==> config.mk <==
export PLATFORM = sky130hd
export DESIGN_NAME = initiator_ctl_reg
export DESIGN_NICKNAME = d
export VERILOG_FILES = /design/src/rtl/scsi_icr_pkg.sv /design/src/rtl/icr_regfile.sv /design/src/rtl/icr_arb_monitor.sv /design/src/rtl/icr_bus_gate.sv /design/src/rtl/initiator_ctl_reg.sv
export SDC_FILE = /design/constraint.sdc
export NUM_CORES = 1
export LEC_CHECK = 0
export ABC_AREA = 1
export ABC_CLOCK_PERIOD_IN_PS = 1380
export BUFFER_PORTS_ARGS = -buffer_cell sky130_fd_sc_hd__buf_2
export CELL_PAD_IN_SITES_DETAIL_PLACEMENT = 1
export CELL_PAD_IN_SITES_GLOBAL_PLACEMENT = 1
export CORE_AREA = 2 2 61 63
export DETAILED_ROUTE_END_ITERATION = 10
export DIE_AREA = 0 0 63 65
export GPL_TIMING_DRIVEN = 0
export PLACE_DENSITY = 0.87
export SYNTH_ARGS = -nofsm -noshare
export SYNTH_HDL_FRONTEND = slang
export SYNTH_HIERARCHICAL = 1
export SYNTH_SLANG_ARGS = --single-unit
==> constraint.sdc <==
create_clock -name clk -period 1.38 [get_ports clk]
set_input_delay 0.345 -clock clk [delete_from_list [all_inputs] [get_ports clk]]
set_output_delay 0.345 -clock clk [all_outputs]
set_load 0.01 [all_outputs]
==> src/rtl/scsi_icr_pkg.sv <==
package scsi_icr_pkg;

    localparam int unsigned BYTE_W  = 8;
    localparam int unsigned PHASE_W = 3;

    // Register layout, bit 7 down to bit 0
    typedef struct packed {
        logic rst_line;
        logic test;
        logic rsvd;
        logic ack;
        logic bsy;
        logic sel;
        logic atn;
        logic db_on;
    } icr_ctrl_t;

    typedef struct packed {
        logic atn;
        logic sel;
        logic bsy;
        logic ack;
        logic rst_line;
        logic db_en;
    } line_drv_t;

    // Phase bits ordered {C/D, I/O, MSG}
    localparam int unsigned PH_IO = 1;

    function automatic logic odd_par(input logic [BYTE_W-1:0] d);
        return ~(^d);
    endfunction

    function automatic icr_ctrl_t ctrl_from_byte(input logic [BYTE_W-1:0] b);
        icr_ctrl_t c;
        c      = icr_ctrl_t'(b);
        c.rsvd = 1'b0;
        return c;
    endfunction

endpackage

==> src/rtl/icr_regfile.sv <==
module icr_regfile
    import scsi_icr_pkg::*;
(
    input  logic              clk,
    input  logic              rst,
    input  logic              wr_en,
    input  logic [BYTE_W-1:0] wr_data,
    output icr_ctrl_t         ctrl
);

    icr_ctrl_t ctrl_q;

    always_ff @(posedge clk) begin
        if (rst) begin
            ctrl_q <= '0;
        end else if (wr_en) begin
            ctrl_q <= ctrl_from_byte(wr_data);
        end
    end

    assign ctrl = ctrl_q;


    write_takes_chk: assert property (@(posedge clk) disable iff (rst)
        wr_en |=> (ctrl.atn == $past(wr_data[1])) && (ctrl.rst_line == $past(wr_data[7]))
                  && !ctrl.rsvd);


    reset_clear_chk: assert property (@(posedge clk)
        rst |=> (ctrl == '0));

endmodule

==> src/rtl/icr_arb_monitor.sv <==
module icr_arb_monitor #(
    parameter int unsigned FREE_CYCLES = 4
) (
    input  logic clk,
    input  logic rst,
    input  logic arb_req,
    input  logic rx_bsy,
    input  logic rx_sel,
    output logic aip,
    output logic lost
);

    localparam int unsigned CNT_W = $clog2(FREE_CYCLES + 1);
    localparam logic [CNT_W-1:0] CNT_MAX = CNT_W'(FREE_CYCLES);

    logic [CNT_W-1:0] idle_cnt;
    logic             bus_free;
    logic             aip_q;
    logic             lost_q;

    always_ff @(posedge clk) begin
        if (rst) begin
            idle_cnt <= '0;
        end else if (rx_bsy || rx_sel) begin
            idle_cnt <= '0;
        end else if (idle_cnt != CNT_MAX) begin
            idle_cnt <= idle_cnt + 1'b1;
        end
    end

    assign bus_free = (idle_cnt == CNT_MAX);

    always_ff @(posedge clk) begin
        if (rst) begin
            aip_q  <= 1'b0;
            lost_q <= 1'b0;
        end else if (!arb_req) begin
            aip_q  <= 1'b0;
            lost_q <= 1'b0;
        end else begin
            if (bus_free) begin
                aip_q <= 1'b1;
            end
            if (aip_q && rx_sel) begin
                lost_q <= 1'b1;
            end
        end
    end

    assign aip  = aip_q;
    assign lost = lost_q;


    arb_drop_chk: assert property (@(posedge clk) disable iff (rst)
        !arb_req |=> (!aip && !lost));


    lost_needs_aip_chk: assert property (@(posedge clk) disable iff (rst)
        lost |-> aip);


    aip_start_chk: assert property (@(posedge clk) disable iff (rst)
        $rose(aip) |-> ($past(bus_free) && $past(arb_req)));

endmodule

==> src/rtl/icr_bus_gate.sv <==
module icr_bus_gate
    import scsi_icr_pkg::*;
(
    input  logic               clk,
    input  logic               rst,
    input  icr_ctrl_t          ctrl,
    input  logic               target_mode,
    input  logic [PHASE_W-1:0] exp_phase,
    input  logic [PHASE_W-1:0] rx_phase,
    input  logic               aip,
    input  logic [BYTE_W-1:0]  out_data,
    output line_drv_t          lines,
    output logic [BYTE_W-1:0]  db,
    output logic               dbp
);

    logic      phase_ok;
    logic      init_db;
    line_drv_t raw;

    assign phase_ok = (rx_phase == exp_phase) && !rx_phase[PH_IO];
    assign init_db  = ctrl.db_on && !target_mode && phase_ok;

    always_comb begin
        raw.atn      = ctrl.atn && !target_mode;
        raw.ack      = ctrl.ack && !target_mode;
        raw.sel      = ctrl.sel;
        raw.bsy      = ctrl.bsy || aip;
        raw.rst_line = ctrl.rst_line;
        raw.db_en    = init_db || aip;
        lines        = ctrl.test ? '0 : raw;
    end

    assign db  = lines.db_en ? out_data : '0;
    assign dbp = lines.db_en ? odd_par(out_data) : 1'b0;


    test_quiet_chk: assert property (@(posedge clk) disable iff (rst)
        ctrl.test |-> (lines == '0 && db == '0 && !dbp));


    parity_odd_chk: assert property (@(posedge clk) disable iff (rst)
        lines.db_en |-> ($countones({dbp, db}) % 2 == 1));


    target_block_chk: assert property (@(posedge clk) disable iff (rst)
        target_mode |-> (!lines.atn && !lines.ack));

endmodule

==> src/rtl/initiator_ctl_reg.sv <==
module initiator_ctl_reg
    import scsi_icr_pkg::*;
#(
    parameter int unsigned FREE_CYCLES = 4
) (
    input  logic        clk,
    input  logic        rst,
    input  logic        wr_en,
    input  logic [7:0]  wr_data,
    output logic [7:0]  rd_data,
    input  logic        target_mode,
    input  logic [2:0]  exp_phase,
    input  logic        arb_req,
    input  logic [7:0]  out_data,
    input  logic        rx_bsy,
    input  logic        rx_sel,
    input  logic [2:0]  rx_phase,
    output logic        drv_atn,
    output logic        drv_sel,
    output logic        drv_bsy,
    output logic        drv_ack,
    output logic        drv_rst,
    output logic        drv_db_en,
    output logic [7:0]  drv_db,
    output logic        drv_dbp
);

    icr_ctrl_t ctrl;
    line_drv_t lines;
    logic      aip;
    logic      lost;

    icr_regfile u_regs (
        .clk     (clk),
        .rst     (rst),
        .wr_en   (wr_en),
        .wr_data (wr_data),
        .ctrl    (ctrl)
    );

    icr_arb_monitor #(.FREE_CYCLES(FREE_CYCLES)) u_arb (
        .clk     (clk),
        .rst     (rst),
        .arb_req (arb_req),
        .rx_bsy  (rx_bsy),
        .rx_sel  (rx_sel),
        .aip     (aip),
        .lost    (lost)
    );

    icr_bus_gate u_gate (
        .clk         (clk),
        .rst         (rst),
        .ctrl        (ctrl),
        .target_mode (target_mode),
        .exp_phase   (exp_phase),
        .rx_phase    (rx_phase),
        .aip         (aip),
        .out_data    (out_data),
        .lines       (lines),
        .db          (drv_db),
        .dbp         (drv_dbp)
    );

    // Read view: status flags replace the reserved and test positions
    always_comb begin
        rd_data    = ctrl;
        rd_data[5] = lost;
        rd_data[6] = aip;
    end

    assign drv_atn   = lines.atn;
    assign drv_sel   = lines.sel;
    assign drv_bsy   = lines.bsy;
    assign drv_ack   = lines.ack;
    assign drv_rst   = lines.rst_line;
    assign drv_db_en = lines.db_en;


    arb_drives_chk: assert property (@(posedge clk) disable iff (rst)
        (aip && !ctrl.test) |-> (drv_bsy && drv_db_en && drv_db == out_data));

endmodule

==> flow_summary.yaml <==
sta:
  worst_slew_pin_slew_ns: 0.204
  period_minus_slack_ns: 1.63
  finalHoldViolCount: 0
  tns_ns: -2.38
  fin_ws_ns: -0.249
  worst_slew_margin_rel_pct: 86.4
  max_freq_ghz: 0.614
  slew_viol_final: 0
  setup_viol: 10
  finalCritPeriodShare_pct: 118
  rsz0062_at_grt: "true"
  clock_skew_ns: 0.00196
floorplanning:
  boundaryPins: 52
  die-width_um: 63
  core_area_um2: 3500
  start_util_pct: 24.4
  die_area_um2: 4100
  rows: 22
  die_h_um: 65
routing:
  routed_wl_mm: 2.35
  vias_per_cell: 3.97
  first_pass_iters: 4
  post-route-drc-count: 0
  postRouteAntennaNets: 0
  detail_route.wl_per_cell_um: 9.09
  drtIter0Drc: 28
  vias: 1023
place:
  hpwl_mm: 1.93
  io_buffers: 50
  gp_congestion: 0.748
  dp_slack_ns: -0.146
grt:
  grt_usage_pct: 12.2
  antenna_found_initial: 0
  grt_pass1_vias: 1010
  grt_pass1_wl_mm: 4.06
  gr-total-overflow: 0
  grt_max_degree: 11
critical_path:
  critPathSlowestCell: "dfxtp_2"
  cp_max_fo: 10
  regToRegEndpoint: "u_arb/idle_cnt[0]"
  critPathArrivalTime_ns: 1.28
  timing.setup.critical_path_class: "flip-flop to primary output"
  max_stage_delay_ns: 0.34
  path_cells: "nand2_1, nor2_1, nand3_1, nand2_2, nand2_4, nor2_1, buf_2"
  required_ns: 1.03
  rrSetupSlack_ns: 0.34
  crit_path_frequent_cell: "nor2_1"
  worst_setup_path_end_kind: "primary output"
  start_kind: "flip-flop"
  worstReg2RegStart: "u_arb/idle_cnt[0]"
  reg2regPathDepth: 7
final_layout:
  multi_input_area_um2: 450
  final_nets: 242
  areaGrowthSynthToFinish_pct: 41.1
  layout_commonest_cell: "nand2_1"
  diodes: 0
  layout_common_cells: "nand2_1 (53), buf_2 (50), nor2_1 (37)"
  drive_gt1_share_pct: 31.9
  regArea_um2: 244
  num-fill-cells: 523
clocking:
  clk_latency_ns: 0.28
  cts_made_buffers: 3
  clock_path_buffers: 2
  cts_sinks: 12
  htreeDepth: 1
  cts_tree: "done"
  clkTransAtPathRegs_ns: 0.08
  cts-root-buf: "clkbuf_4"
hold_path:
  whs_path_depth: 3
  min_path_type: "input pin to flip-flop"
  min_from: "rx_sel"
  hold_end: "u_arb/lost"
yosys:
  synthCells: 156
  synth.net_count: 187
  ys_warn_count: 6
  avgSynthCellArea_um2: 5.46
  syn_area_um2: 852
job:
  cap_violations: 0
outcome:
  status: "finished with violations"
  violations: "setup timing"
power_and_ir_drop:
  powerDensity_nw_per_um2: 722
  p_leak_nw: 0.800
  max-vdd-ir-drop_v: 0.000465
## critical path, delay by kind of cell, from the launching register on
family	cells	cell delay, ns
flip-flops	1	0.34
buffers and inverters	1	0.13
AND/OR/NAND/NOR	6	0.54
## state kept, by name, indices dropped and copies added (netlist names)
register and count:
u_regs/ctrl 7, u_arb/idle_cnt 3, u_arb/aip 1, u_arb/lost 1
## power by group
part	switching (W)	internal, W
Combinational	0.000112	0.0000877
Clock	0.000130	0.000161
Sequential	0.0000150	0.000363
Total	0.000257	0.000611
## layout make-up
type | instances | area share, %
multi-input combinational | 105 | 37.5
clock buffer | 4 | 3.02
sequential | 12 | 20.3
timing repair buffer | 50 | 20.8
inverter | 36 | 11.2
tap | 48 | 4.99
buffer | 3 | 2.19
## stage by stage
| stage | std cells | util (%) | hold WS, ns | power [W] | cell area [um2] |
|---|---|---|---|---|---|
| CTS | 258 | 34.3 | 0.329 | 0.000875 | 1200 |
| detailed placement | 254 | 33.2 | 0.471 | 0.000586 | 1160 |
| finish | 258 | 34.4 | 0.322 | 0.000868 | 1200 |
| global route | 258 | 34.4 | 0.359 | 0.000922 | 1200 |
| global placement | 254 | 33.2 | 0.453 | 0.000577 | 1160 |
| floorplan | 156 | - | 0.438 | 0.000496 | 852 |
## worst max path at each step
stage,start,to,slack (ns),cells after the start
after floorplan,u_regs/ctrl[0],drv_db[0],0.1,6
after global placement,target_mode,drv_dbp,-0.13,9
after detailed placement,target_mode,drv_db[0],-0.15,9
after CTS,u_regs/ctrl[0],drv_db[0],-0.28,7
after global routing,u_regs/ctrl[0],drv_dbp,-0.38,7
final,u_regs/ctrl[0],drv_db[0],-0.25,7
## per-layer routing
metal	global-route usage, %	vias up	routed length (um)
li1	-	546	-
met1	13.4	441	982
met2	23.1	32	1190
met3	1.91	4	148
met4	5.00	0	27
met5	0	-	0
## timing repair
action	4_1_cts	5_1_grt
setup buffers	0	0
hold buffers	0	0
gates resized for setup	1	2
endpoints found under the setup margin	10	14
Note: power is estimated with default switching activity, not from simulation.
